**src/rtl/ramp_seq_pkg.sv**
```systemverilog
package ramp_seq_pkg;
  localparam int unsigned RS_CNT_W       = 12;
  localparam int unsigned RS_RAMP_LEN    = 4000;
  localparam int unsigned RS_SYNC_STAGES = 2;

  typedef enum logic {
    SWEEP_FREE = 1'b0,
    SWEEP_TRIG = 1'b1
  } sweep_mode_e;
endpackage

```
**src/rtl/ramp_trig_sync.sv**
```systemverilog
module ramp_trig_sync #(
  parameter int unsigned STAGES = 2
) (
  input  logic clk,
  input  logic rst,
  input  logic trig_in,
  output logic edge_o
);
  // pipe_q[STAGES-1] is the synchronised level, pipe_q[STAGES] its previous value
  logic [STAGES:0] pipe_q;

  always_ff @(posedge clk) begin
    if (rst) pipe_q <= '0;
    else     pipe_q <= {pipe_q[STAGES-1:0], trig_in};
  end

  assign edge_o = pipe_q[STAGES-1] & ~pipe_q[STAGES];


  trig_pulse_chk: assert property (@(posedge clk) disable iff (rst)
    edge_o |=> !edge_o);
endmodule

```
**src/rtl/ramp_count_core.sv**
```systemverilog
module ramp_count_core
  import ramp_seq_pkg::*;
#(
  parameter int unsigned CNT_W    = RS_CNT_W,
  parameter int unsigned RAMP_LEN = RS_RAMP_LEN
) (
  input  logic             clk,
  input  logic             rst,
  input  logic             tick_i,
  input  logic             mode_i,
  input  logic             rel_i,
  output logic [CNT_W-1:0] cnt_o,
  output logic             hold_o
);
  localparam logic [CNT_W-1:0] LAST_RAMP   = CNT_W'(RAMP_LEN - 1);
  localparam logic [CNT_W-1:0] BLANK_START = CNT_W'(RAMP_LEN);
  localparam logic [CNT_W-1:0] CNT_TOP     = '1;

  logic [CNT_W-1:0] cnt_q, cnt_d;
  logic             hold_q, hold_d;
  logic             trig_m, in_blank, park_now;

  assign trig_m   = (sweep_mode_e'(mode_i) == SWEEP_TRIG);
  assign in_blank = (cnt_q >= BLANK_START);
  assign park_now = trig_m && (in_blank || (tick_i && cnt_q == LAST_RAMP));

  always_comb begin
    cnt_d  = cnt_q;
    hold_d = hold_q;
    if (hold_q) begin
      cnt_d = '0;
      if (!trig_m || rel_i) hold_d = 1'b0;
    end else if (park_now) begin
      cnt_d  = '0;
      hold_d = 1'b1;
    end else if (tick_i) begin
      cnt_d = cnt_q + 1'b1;
    end
  end

  always_ff @(posedge clk) begin
    if (rst) begin
      cnt_q  <= '0;
      hold_q <= 1'b0;
    end else begin
      cnt_q  <= cnt_d;
      hold_q <= hold_d;
    end
  end

  assign cnt_o  = cnt_q;
  assign hold_o = hold_q;


  tick_gate_chk: assert property (@(posedge clk) disable iff (rst)
    (!hold_q && !tick_i && !(trig_m && in_blank)) |=> $stable(cnt_q));

  park_zero_chk: assert property (@(posedge clk) disable iff (rst)
    hold_q |-> (cnt_q == '0));

  park_entry_chk: assert property (@(posedge clk) disable iff (rst)
    (!hold_q && trig_m && tick_i && cnt_q == LAST_RAMP) |=> hold_q);

  wrap_chk: assert property (@(posedge clk) disable iff (rst)
    (!trig_m && !hold_q && tick_i && cnt_q == CNT_TOP) |=> (cnt_q == '0));

  release_chk: assert property (@(posedge clk) disable iff (rst)
    (hold_q && trig_m && rel_i) |=> !hold_q);

  free_release_chk: assert property (@(posedge clk) disable iff (rst)
    (hold_q && !trig_m) |=> !hold_q);

  late_park_chk: assert property (@(posedge clk) disable iff (rst)
    (!hold_q && trig_m && in_blank) |=> hold_q);
endmodule

```
**src/rtl/ramp_code_gate.sv**
```systemverilog
module ramp_code_gate #(
  parameter int unsigned CNT_W    = 12,
  parameter int unsigned RAMP_LEN = 4000
) (
  input  logic [CNT_W-1:0] cnt_i,
  input  logic             hold_i,
  output logic [CNT_W-1:0] code_o,
  output logic             blank_o
);
  localparam logic [CNT_W-1:0] BLANK_START = CNT_W'(RAMP_LEN);

  assign blank_o = hold_i | (cnt_i >= BLANK_START);

  for (genvar b = 0; b < CNT_W; b++) begin : g_mask
    assign code_o[b] = cnt_i[b] & ~blank_o;
  end
endmodule

```
**src/rtl/ramp_seq.sv**
```systemverilog
module ramp_seq
  import ramp_seq_pkg::*;
#(
  parameter int unsigned CNT_W       = RS_CNT_W,
  parameter int unsigned RAMP_LEN    = RS_RAMP_LEN,
  parameter int unsigned SYNC_STAGES = RS_SYNC_STAGES
) (
  input  logic             clk,
  input  logic             rst,
  input  logic             tick_en,
  input  logic             trig_mode,
  input  logic             trig_in,
  output logic [CNT_W-1:0] dac_code,
  output logic             blank
);
  localparam logic [CNT_W-1:0] BLANK_START = CNT_W'(RAMP_LEN);

  logic             rel_edge;
  logic [CNT_W-1:0] cnt;
  logic             hold;

  ramp_trig_sync #(.STAGES(SYNC_STAGES)) sync_i (
    .clk     (clk),
    .rst     (rst),
    .trig_in (trig_in),
    .edge_o  (rel_edge)
  );

  ramp_count_core #(.CNT_W(CNT_W), .RAMP_LEN(RAMP_LEN)) core_i (
    .clk    (clk),
    .rst    (rst),
    .tick_i (tick_en),
    .mode_i (trig_mode),
    .rel_i  (rel_edge),
    .cnt_o  (cnt),
    .hold_o (hold)
  );

  ramp_code_gate #(.CNT_W(CNT_W), .RAMP_LEN(RAMP_LEN)) gate_i (
    .cnt_i   (cnt),
    .hold_i  (hold),
    .code_o  (dac_code),
    .blank_o (blank)
  );


  ramp_pass_chk: assert property (@(posedge clk) disable iff (rst)
    (!hold && cnt < BLANK_START) |-> (dac_code == cnt && !blank));

  window_zero_chk: assert property (@(posedge clk) disable iff (rst)
    (cnt >= BLANK_START) |-> (dac_code == '0 && blank));

  park_blank_chk: assert property (@(posedge clk) disable iff (rst)
    hold |-> (blank && dac_code == '0));
endmodule

```
**config.mk**
```make
export PLATFORM = sky130hd
export DESIGN_NAME = ramp_seq
export DESIGN_NICKNAME = d
export VERILOG_FILES = /design/src/rtl/ramp_seq_pkg.sv /design/src/rtl/ramp_trig_sync.sv /design/src/rtl/ramp_count_core.sv /design/src/rtl/ramp_code_gate.sv /design/src/rtl/ramp_seq.sv
export SDC_FILE = /design/constraint.sdc
export NUM_CORES = 1
export LEC_CHECK = 0
export BUFFER_PORTS_ARGS = -buffer_cell sky130_fd_sc_hd__buf_4
export CAP_MARGIN = 20
export CORE_MARGIN = 3
export CORE_UTILIZATION = 50
export CTS_CLUSTER_SIZE = 8
export DETAILED_ROUTE_END_ITERATION = 7
export MAX_ROUTING_LAYER = met4
export PLACE_DENSITY = 0.71
export REMOVE_ABC_BUFFERS = 1
export SYNTH_ARGS = -nofsm -noshare
export SYNTH_HDL_FRONTEND = slang
export SYNTH_SLANG_ARGS = --single-unit
```
**constraint.sdc**
```tcl
create_clock -name clk -period 2.45 [get_ports clk]
set_clock_uncertainty 0.1 [all_clocks]
set_input_delay 0.735 -clock clk [delete_from_list [all_inputs] [get_ports clk]]
set_output_delay 0.735 -clock clk [all_outputs]
set_load 0.005 [all_outputs]
```
==> Yosys cells after proc, flatten, opt, wreduce, memory -nomap -nowiden <==
Cells that the tools add are included.
{ "totals": {"regBits": 16, "in_bits": 5, "output_inout_bits": 13, "word_cells": 31} }
{ "op_classes": {"n_addsub": 1, "order_cmp": 1, "n_eq_ne": 1, "n_mux": 3, "bitwise_logic": 16, "reduce_logical": 6} }
{ "ops": {"columns": ["operator", "count"], "rows": [
  ["$and A1 B1 Y1", 13],
  ["$add A12 B1 Y12 const B", 1],
  ["$eq A12 B12 Y1 const B", 1],
  ["$ge A12 B12 Y1 const B", 1],
  ["$mux W1", 3],
  ["$reduce_or A3 Y1", 1],
  ["$logic_and A1 B1 Y1", 2],
  ["$logic_or A1 B1 Y1", 2],
  ["$not A1 Y1", 2],
  ["$logic_not A1 Y1", 1],
  ["$or A1 B1 Y1", 1]
]} }

==> Longest topological paths before layout <==
Gate-level depths: netlist of run 1.
{ "depth": {"word_depth": 6, "ltp_mapped": 6, "mapped_depth_nobuf": 5} }

==> By module <==
From an unflattened synthesis of run 1, not the netlist that was laid out.
{ "unflattened": {"cells_unflattened": 110, "hier_area_um2": 991.0} }
{ "modules_own_cells": {"columns": ["module", "n_inst", "cells_each", "area_each_um2", "seq_area_each_um2"], "rows": [
  ["ramp_count_core", 1, 73, 673.1, 260.2],
  ["ramp_code_gate", 1, 30, 230.2, 0.0],
  ["ramp_trig_sync", 1, 7, 87.6, 60.1]
]} }

==> Least setup slack after synthesis of run 1 <==
Ideal clock, no wire load.
{ "synth_timing": {"kind": "flip-flop to output port", "from": "register core_i.cnt_q[7] (netlist: core_i.cnt_o[7])", "to": "output port dac_code[0]", "arrival_time_ns": 1.232, "required_ns": 1.615, "setup_slack_ns": 0.383, "path_stages_with_launch": 6, "path_buffers": 1, "cell_sequence": "dfxtp_1 -> nand3_1 -> nor3_1 -> a21oi_1 -> clkbuf_1 -> and2_1"} }
{ "synth_via": {"elab_chain_len": 4} }
{ "synth_lines": {"columns": ["element", "line", "source"], "rows": [
  ["start: declaration", "ramp_count_core.sv:19", "logic [CNT_W-1:0] cnt_q, cnt_d;"],
  ["start signal: assignment", "ramp_count_core.sv:46", "cnt_q <= cnt_d;"],
  ["$ge A12 B12 Y1", "ramp_code_gate.sv:12", "assign blank_o = hold_i | (cnt_i >= BLANK_START);"],
  ["$or A1 B1 Y1", "ramp_code_gate.sv:12", null],
  ["$not A1 Y1", "ramp_code_gate.sv:15", "assign code_o[b] = cnt_i[b] & ~blank_o;"],
  ["$and A1 B1 Y1", "ramp_code_gate.sv:15", null],
  ["end: declaration", "ramp_seq.sv:13", "output logic [CNT_W-1:0] dac_code,"]
]} }
Every way passes these cells.

==> Worst setup path after layout of run 1 <==
{ "layout_timing": {"from": "register core_i.cnt_q[10] (netlist: core_i.cnt_o[10])", "to": "output port dac_code[2]"} }
Same word-level chain as after synthesis.

==> results of run 1 <==
-- worst max path at each step --
stage                                start     endpoint  slack (ns)
after global routing       core_i.cnt_o[9]  dac_code[2]       0.005
final                     core_i.cnt_o[10]  dac_code[2]        0.14
after detailed placement   core_i.cnt_o[8]  dac_code[2]        0.35
after CTS                  core_i.cnt_o[8]  dac_code[2]       0.009
after global placement     core_i.cnt_o[8]  dac_code[8]        0.38
after floorplan            core_i.cnt_o[7]  dac_code[0]        0.42
-- what timing repair did --
| item | in CTS | in global routing |
|---|---|---|
| resized for setup | 0 | 5 |
| setup buffers | 0 | 1 |
| hold endpoints to repair | 0 | 0 |
| setup endpoints to repair | 0 | 11 |
-- metal layers --
layer  wire length, microns  GRT usage, %  vias to the layer above
met5                      0             -                        -
met2                    695          26.2                       11
li1                       -             -                      341
met3                     63          3.56                        0
met4                      0          7.60                        0
met1                    723          20.0                      297
-- flip-flops by register name (all words and copies together), names as in the netlist --
name           count
core_i.hold_o      1
core_i.cnt_o      12
sync_i.pipe_q      3
-- kinds of logic (layout without fill, tap and decap cells) --
| family | Yosys count | in the layout | share of synthesized area, % |
|---|---|---|---|
| adder cells (fa/ha/maj) | 2 | 2 | 3.21 |
| XOR/XNOR | 11 | 11 | 12.4 |
| flip-flops | 16 | 16 | 41.1 |
| multiplexers | 1 | 1 | 1.28 |
| buffers and inverters | 11 | 34 | 6.42 |
| AO/OA/AOI/OAI | 4 | 4 | 3.69 |
| AND/OR/NAND/NOR | 47 | 47 | 31.9 |
-- cells in the final DEF (no fill, tap or decap), types with 2 or more instances in the layout --
cell type   n
clkbuf_4    3
ha_1        2
nand2_1     3
nor3_1      6
xnor2_1     8
and2_1     11
nor2_1     14
inv_1       8
dfxtp_1    13
a21oi_1     2
dfxtp_2     3
xor2_1      3
buf_4      22
nand4_1     3
nor2b_1     3
-- power groups by stage --
stage                     registers (uW)  clock network (uW)  logic [uW]
after floorplan                      276                   0        16.9
after CTS                            272                 181        32.4
after detailed placement             278                   0        31.9
after global placement               278                   0        31.5
after global routing                 272                 193        36.4
final                                272                 170        32.1
-- final cells by class --
class	count	area, sq um	share of cell area (%)
clock buffers	4	36.3	3.65
well taps	15	18.8	1.89
inverters	8	30.0	3.02
flip-flops and latches	16	324	32.6
repair buffers	22	165	16.6
multi-input cells	65	419	42.2
-- metrics by stage --
| stage | total power (uW) | util, % | instance area, sq um | cells | setup slack (ns) |
|---|---|---|---|---|---|
| floorplan | 293 | - | 759 | 89 | 0.423 |
| global placement | 309 | 67.7 | 936 | 125 | 0.379 |
| detailed placement | 310 | 67.7 | 936 | 125 | 0.346 |
| CTS | 485 | 70.3 | 972 | 129 | 0.00941 |
| global route | 501 | 71.9 | 993 | 130 | 0.00466 |
| finish | 474 | 71.9 | 993 | 130 | 0.139 |
-- worst register-to-register path, delay by kind of cell (launching register included) --
family	cells	cell delay, ns
compound gates	2	0.60
flops	1	0.38
fa+ha+maj	1	0.27
simple gates	1	0.13
buf+inv	1	0.09
==> impl_metrics.yaml, run 1 <==
layout:
  final_nets: 123
  nFillCells: 113
  area_growth_pct: 27.4
  drive_above_1_share_pct: 28.7
  diodes: 0
grt:
  grt_pass1_wl_mm: 2.43
  grt_max_degree: 13
  track_usage_pct: 16.6
  overflow: 0
  antenna_found_initial: 0
  first_global_vias: 601
logic_synthesis:
  synthFlopType: "dfxtp_1"
  synth_most_common_cell: "dfxtp_1"
  synth_edf_count: 0
  syn-cell-area_sq_um: 779
  synthTopCellsByCount: "dfxtp_1 (16), nor2_1 (14), and2_1 (11), inv_1 (8), xnor2_1 (8)"
  yosysWarnings: 0
  synth_cell_types: 23
  yosys.area.top_type: "dfxtp_1"
  synth_top_cell_area_share_pct: 41.1
  synth_seq_cells: 16
  ys_top_cells_by_area: "dfxtp_1 (41%), xnor2_1 (9.0%), and2_1 (8.8%)"
  syn_area_per_cell_sq_um: 8.47
  yosysSeqAreaShare_pct: 41.1
  async_flop_share_pct: 0
  synthCells: 92
route:
  ant_nets: 0
  drt_iter0_markers: 11
  wl_mm: 1.48
  post_drt_wl_per_cell_microns: 11.4
  firstDrtPassIters: 4
  viasPerCell: 4.99
  drcViolationCount: 0
  dr_total_vias: 649
power:
  p_switching_uw: 101
  power_density_nw_per_um2: 477
  p_leak_uw: 0.000421
  ir_drop_mv: 0.332
  comb_power_share_pct: 6.8
  switching_share_pct: 21.3
  seq_power_share_pct: 57.4
  clockPowerShare_pct: 35.9
  p_int_uw: 373
cts:
  cts_max_level: 1
  cts-root-buf: "clkbuf_4"
  cts_tree: "built"
  postCtsHoldBufs: 0
  clk_path_buf_depth: 2
  path_clk_slew_ns: 0.09
  insertion_delay_ns: 0.28
  cts_sinks: 16
  cts_buffers: 3
sta:
  drv_slew: 0
  final_hold_viol_count: 0
  timing.hold.ws_ns: 0.346
  post-route-period-util_pct: 94.3
  rsz0062_at_grt: "false"
  setup_viol: 0
  period_minus_slack_ns: 2.31
  max_freq_mhz: 433
  slew_headroom_pct: 78.9
  tns_ns: 0
  worst_slew_pin_slew_ns: 0.313
worst_setup_path:
  cpMostUsedCell: "buf_4"
  cpLargestDelayFamily: "flip-flops"
  cp-start-kind: "flop"
  r2r-end: "core_i.cnt_o[1]"
  regToRegStartpoint: "core_i.cnt_o[0]"
  crit_type: "flop to primary output"
  worstPathMaxFanout: 6
  path_buf_inv: 3
  required_ns: 1.62
  cp.depth: 6
  arrival_ns: 1.48
  cp-end-kind: "primary output"
  slowest_stage: "dfxtp_1"
  cp_cell_sequence: "inv_1 > nor3_2 > a21oi_1 > buf_4 > and2_1 > buf_4"
  max_stage_delay_ns: 0.37
  ff2ff_setup_slack_ns: 0.81
  rr_worst_depth: 5
floorplan:
  die_area_sq_um: 2070
  num_rows: 13
  die-width_microns: 45.5
  initial_core_util_pct: 56.4
  die_height_microns: 45.5
  ios: 18
  core_region_area_sq_um: 1380
outcome:
  status: "completed"
flow_run:
  maxCapViolations: 0
hold_path:
  min_from: "sync_i.pipe_q[0]"
  holdCritPathClass: "flop to flop"
  holdPathEnd: "sync_i.pipe_q[1]"
  hold_depth: 1
placed_design:
  place.gp.congestion: 0.800
  port_buffers: 17
  dp_hpwl_mm: 1.09
(Power assumes the default switching activity.)
==> run 2: changes to the inputs <==
--- a/config.mk
+++ b/config.mk
@@ -7,13 +7,14 @@
 export LEC_CHECK = 0
 export BUFFER_PORTS_ARGS = -buffer_cell sky130_fd_sc_hd__buf_4
 export CAP_MARGIN = 20
-export CORE_MARGIN = 3
-export CORE_UTILIZATION = 50
+export CORE_MARGIN = 5
+export CORE_UTILIZATION = 53
 export CTS_CLUSTER_SIZE = 8
 export DETAILED_ROUTE_END_ITERATION = 7
 export MAX_ROUTING_LAYER = met4
-export PLACE_DENSITY = 0.71
+export PLACE_DENSITY = 0.72
 export REMOVE_ABC_BUFFERS = 1
 export SYNTH_ARGS = -nofsm -noshare
 export SYNTH_HDL_FRONTEND = slang
+export SYNTH_HIERARCHICAL = 1
 export SYNTH_SLANG_ARGS = --single-unit
==> run 2 against run 1 <==
  * Critical path depth decreased by 2
  * Maximum frequency rose by 1.8%
  * Largest power group unchanged
  * Sequential cell count did not move
  * Critical path type unchanged
==> impl_metrics.yaml, run 2 <==
outcome:
  status: "completed"
logic_synthesis:
  synth_seq_cells: 16
  syn-cell-area_sq_um: 991
  synth_cell_types: 31
  synthCells: 110
  yosys.area.top_type: "dfxtp_1"
  synthTopCellsByCount: "dfxtp_1 (16), a21oi_2 (10), nand2b_1 (10), a211oi_1 (7), a221oi_1 (7)"
  synth_most_common_cell: "dfxtp_1"
  synth_top_cell_area_share_pct: 32.3
  ys_top_cells_by_area: "dfxtp_1 (32%), a21oi_2 (8.8%), nand2b_1 (6.3%)"
  yosysWarnings: 6
  async_flop_share_pct: 0
  synth_edf_count: 0
  synthFlopType: "dfxtp_1"
  yosysSeqAreaShare_pct: 32.3
  syn_area_per_cell_sq_um: 9.01
cts:
  clk_path_buf_depth: 2
  insertion_delay_ns: 0.29
  cts_sinks: 16
  cts_tree: "built"
  path_clk_slew_ns: 0.10
  cts-root-buf: "clkbuf_4"
  cts_buffers: 3
  cts_max_level: 1
worst_setup_path:
  cp_cell_sequence: "o21a_2 > buf_4 > a21oi_2 > buf_4"
  cp-end-kind: "primary output"
  max_stage_delay_ns: 0.48
  crit_type: "flop to primary output"
  r2r-end: "core_i/cnt_o[11]"
  cp-start-kind: "flop"
  ff2ff_setup_slack_ns: 0.59
  slowest_stage: "dfxtp_1"
  cpMostUsedCell: "buf_4"
  worstPathMaxFanout: 8
  regToRegStartpoint: "core_i/cnt_o[2]"
  rr_worst_depth: 3
  cpLargestDelayFamily: "flip-flops"
  path_buf_inv: 2
  required_ns: 1.62
  arrival_ns: 1.44
sta:
  tns_ns: 0
  max_freq_mhz: 440
  final_hold_viol_count: 0
  timing.hold.ws_ns: 0.371
  worst_slew_pin_slew_ns: 0.477
  drv_slew: 0
  rsz0062_at_grt: "false"
  period_minus_slack_ns: 2.27
  post-route-period-util_pct: 92.7
  setup_viol: 0
  slew_headroom_pct: 68.1
grt:
  grt_pass1_wl_mm: 3.71
  grt_max_degree: 17
  track_usage_pct: 18.1
  overflow: 0
  first_global_vias: 812
  antenna_found_initial: 0
route:
  post_drt_wl_per_cell_microns: 14.4
  wl_mm: 2.17
  drt_iter0_markers: 17
  ant_nets: 0
  firstDrtPassIters: 4
  drcViolationCount: 0
  viasPerCell: 6.01
  dr_total_vias: 907
layout:
  area_growth_pct: 15.9
  final_nets: 134
  fin_util_pct: 65.8
  finalInstanceArea_sq_um: 1150
  drive_above_1_share_pct: 32.5
  nFillCells: 157
  most-common-layout-cells: "buf_4 (20), dfxtp_1 (16), nand2b_1 (10), a21oi_2 (10)"
  largest_reg_flops: 12
  layout_commonest_cell: "buf_4"
  diodes: 0
power:
  power_density_nw_per_um2: 422
  ir_drop_mv: 0.289
  p_leak_uw: 0.000403
  p_total_uw: 484
floorplan:
  num_rows: 15
  core_region_area_sq_um: 1750
  initial_core_util_pct: 56.8
  die_area_sq_um: 2830
  ios: 18
  die-width_microns: 53.2
  die_height_microns: 53.2
flow_run:
  maxCapViolations: 0
hold_path:
  holdPathEnd: "sync_i/pipe_q[2]"
  min_from: "sync_i/pipe_q[1]"
  holdCritPathClass: "flop to flop"
  hold_depth: 1
placed_design:
  dp_hpwl_mm: 1.55
  place.gp.congestion: 0.796
  post_dp_cell_area_sq_um: 1110
  port_buffers: 17
-- run 2: cell type report --
class                           count  area [sq um]  area share (%)
Timing Repair Buffer               20           150            13.1
Sequential cell                    16           320            27.9
Clock buffer                        4          36.3            3.16
Tap cell                           25          31.3            2.72
Multi-Input combinational cell     80           588            51.2
Inverter                            6          22.5            1.96
-- run 2: routing by layer --
| layer | vias up | global-route usage [%] | part of all wire, % |
|---|---|---|---|
| met3 | 2 | 1.69 | 4.6 |
| met2 | 31 | 28.6 | 45 |
| li1 | 440 | - | - |
| met5 | - | - | 0 |
| met1 | 434 | 23.5 | 49 |
| met4 | 0 | 7.66 | 0.64 |
-- run 2: what timing repair did --
action	in CTS	in global routing
hold buffers	0	0
endpoints found under the setup margin	0	5
resized for setup	0	1
buffers inserted	0	0
hold endpoints to repair	0	0
-- run 2: cells by family after synthesis --
logic type	after synthesis	synth area share (%)
DFF	16	32.3
muxes	1	1.01
and+or+nand+nor	38	24.2
adders and majority gates	2	2.52
buffers and inverters	14	8.46
AOI/OAI and AO/OA	35	27.9
xor gates and xnor gates	4	3.54
-- run 2: worst max-delay path by stage --
stage	startpoint	to	slack, ns	cells after the start
6_report	core_i/cnt_o[5]	dac_code[8]	0.18	4
3_3_place_gp	tick_en	core_i/cnt_o[9]	0.37	4
5_1_grt	core_i/cnt_o[6]	dac_code[8]	0.08	4
2_1_floorplan	tick_en	core_i/cnt_o[10]	0.27	3
3_5_place_dp	tick_en	core_i/cnt_o[9]	0.33	4
4_1_cts	core_i/cnt_o[9]	dac_code[8]	0.06	4
-- run 2: metrics by stage --
stage	setup WS, ns	std cells
global placement	0.372	147
detailed placement	0.332	147
finish	0.179	151
global route	0.0809	151
CTS	0.0648	151
floorplan	0.274	102
-- run 2: power by group --
| group | internal (uW) | leakage [uW] | switching [uW] |
|---|---|---|---|
| clock network | 90.5 | 0.0000210 | 84.5 |
| registers | 265 | 0.000130 | 7.61 |
| logic | 19.2 | 0.000252 | 16.9 |
==> run 3: changes to the inputs <==
==> constraint.sdc (replaced) <==
create_clock -name clk -period 2.45 [get_ports clk]
set_clock_uncertainty 0.1 [all_clocks]
set_input_delay 0.3675 -clock clk [delete_from_list [all_inputs] [get_ports clk]]
set_output_delay 0.3675 -clock clk [all_outputs]
set_load 0.005 [all_outputs]
==> run 3 against run 2 <==
  * Via count decreased by 2.5%
  * Hold slack got worse by 0.19 ns
  * Maximum frequency increased by 9.1%
  * Setup slack improved by 0.19 ns
  * Total power decreased by 9.4%
  * Critical path type unchanged
==> impl_metrics.yaml, run 3 (synthesis gave the netlist of run 2 again) <==
worst_setup_path:
  cp_cell_sequence: "o21a_1 > a21o_2 > buf_4"
  worstPathMaxFanout: 11
  required_ns: 1.98
  cp-end-kind: "primary output"
  max_stage_delay_ns: 0.55
  arrival_ns: 1.61
  crit_type: "flop to primary output"
  cp-start-kind: "flop"
  ff2ff_setup_slack_ns: 0.65
  rr_worst_depth: 4
  slowest_stage: "o21a_1"
layout:
  diodes: 0
  layout_commonest_cell: "buf_4"
  finalNonFillerCells: 149
  drive_above_1_share_pct: 30.6
  largest_reg_flops: 12
  area_growth_pct: 13.6
  final_nets: 133
  most-common-layout-cells: "buf_4 (19), dfxtp_1 (16), nand2b_1 (10), a21oi_2 (10)"
sta:
  worst_slack_ns: 0.368
  drv_slew: 0
  timing.hold.ws_ns: 0.185
  slew_headroom_pct: 61.3
  period_minus_slack_ns: 2.08
  max_freq_mhz: 480
  final_hold_viol_count: 0
  post-route-period-util_pct: 85.0
  worst_slew_pin_slew_ns: 0.580
  tns_ns: 0
  setup_viol: 0
  rsz0062_at_grt: "false"
cts:
  path_clk_slew_ns: 0.08
  cts-root-buf: "clkbuf_4"
  postCtsHoldBufs: 0
  postCtsSetupBuffers: 0
  cts_max_level: 1
  insertion_delay_ns: 0.28
  clk_path_buf_depth: 2
  cts_resized: 0
  cts_buffers: 3
  cts_tree: "built"
  cts_sinks: 16
placed_design:
  pre_cts_slack_ns: 0.639
  place.gp.congestion: 0.811
  dp.cells: 146
  port_buffers: 17
grt:
  antenna_found_initial: 0
  overflow: 0
  first_global_vias: 830
  grt_pass1_wl_mm: 3.58
  track_usage_pct: 17.7
  grt_max_degree: 17
power:
  p_leak_uw: 0.000390
  ir_drop_mv: 0.381
  power_density_nw_per_um2: 390
route:
  post_drt_wl_per_cell_microns: 14.0
  drt_iter0_markers: 19
  firstDrtPassIters: 4
  ant_nets: 0
  wl_mm: 2.09
  drcViolationCount: 0
  dr_total_vias: 884
  viasPerCell: 5.93
floorplan:
  num_rows: 15
  die_area_sq_um: 2830
  core_region_area_sq_um: 1750
  ios: 18
  die-width_microns: 53.2
  initial_core_util_pct: 56.8
  die_height_microns: 53.2
outcome:
  status: "completed"
hold_path:
  hold_depth: 2
  holdCritPathClass: "input port to flop"
flow_run:
  maxCapViolations: 0
-- run 3: path summary, 6_finish.rpt --
path	startpoint	end
setup / recovery	core_i/cnt_o[9]	blank
hold / removal	rst	sync_i/pipe_q[1]
setup reg to reg	core_i/cnt_o[0]	core_i/cnt_o[10]
hold reg to reg	sync_i/pipe_q[0]	sync_i/pipe_q[1]
-- run 3: stage by stage --
step,util (%),power (uW),instance area [sq um]
after floorplan,-,297,930
after global placement,63.2,315,1100
after detailed placement,63.2,315,1100
after CTS,64.5,445,1130
after global routing,64.5,470,1130
final,64.5,439,1130
-- run 3: worst max-delay path, delay by kind of cell, from the launching register on --
family | cells | cell delay (ns)
compound gates | 2 | 0.77
flops | 1 | 0.47
buf+inv | 1 | 0.10
-- run 3: where the power goes --
part           total [uW]  switching (uW)  internal (uW)  leakage (uW)
Sequential            273            7.53            265      0.000130
Clock                 130            73.3           57.1     0.0000138
Combinational        35.5            16.5           19.0      0.000246
Total                 439            97.4            341      0.000390
-- run 3: cell type report --
type / instances / area [sq um]
Fill cell: 163 / 619
Multi-Input combinational cell: 80 / 587
Sequential cell: 16 / 320
Timing Repair Buffer: 19 / 143
Tap cell: 25 / 31.3
Clock buffer: 3 / 22.5
Inverter: 6 / 22.5
-- run 3: routing by layer --
metal,wire length (microns),up-vias,GRT usage (%),share of wire [%]
li1,-,437,-,-
met1,935,409,19.7,45
met2,986,36,30.8,47
met3,157,2,5.07,7.5
met4,6,0,4.26,0.29
met5,0,-,-,0
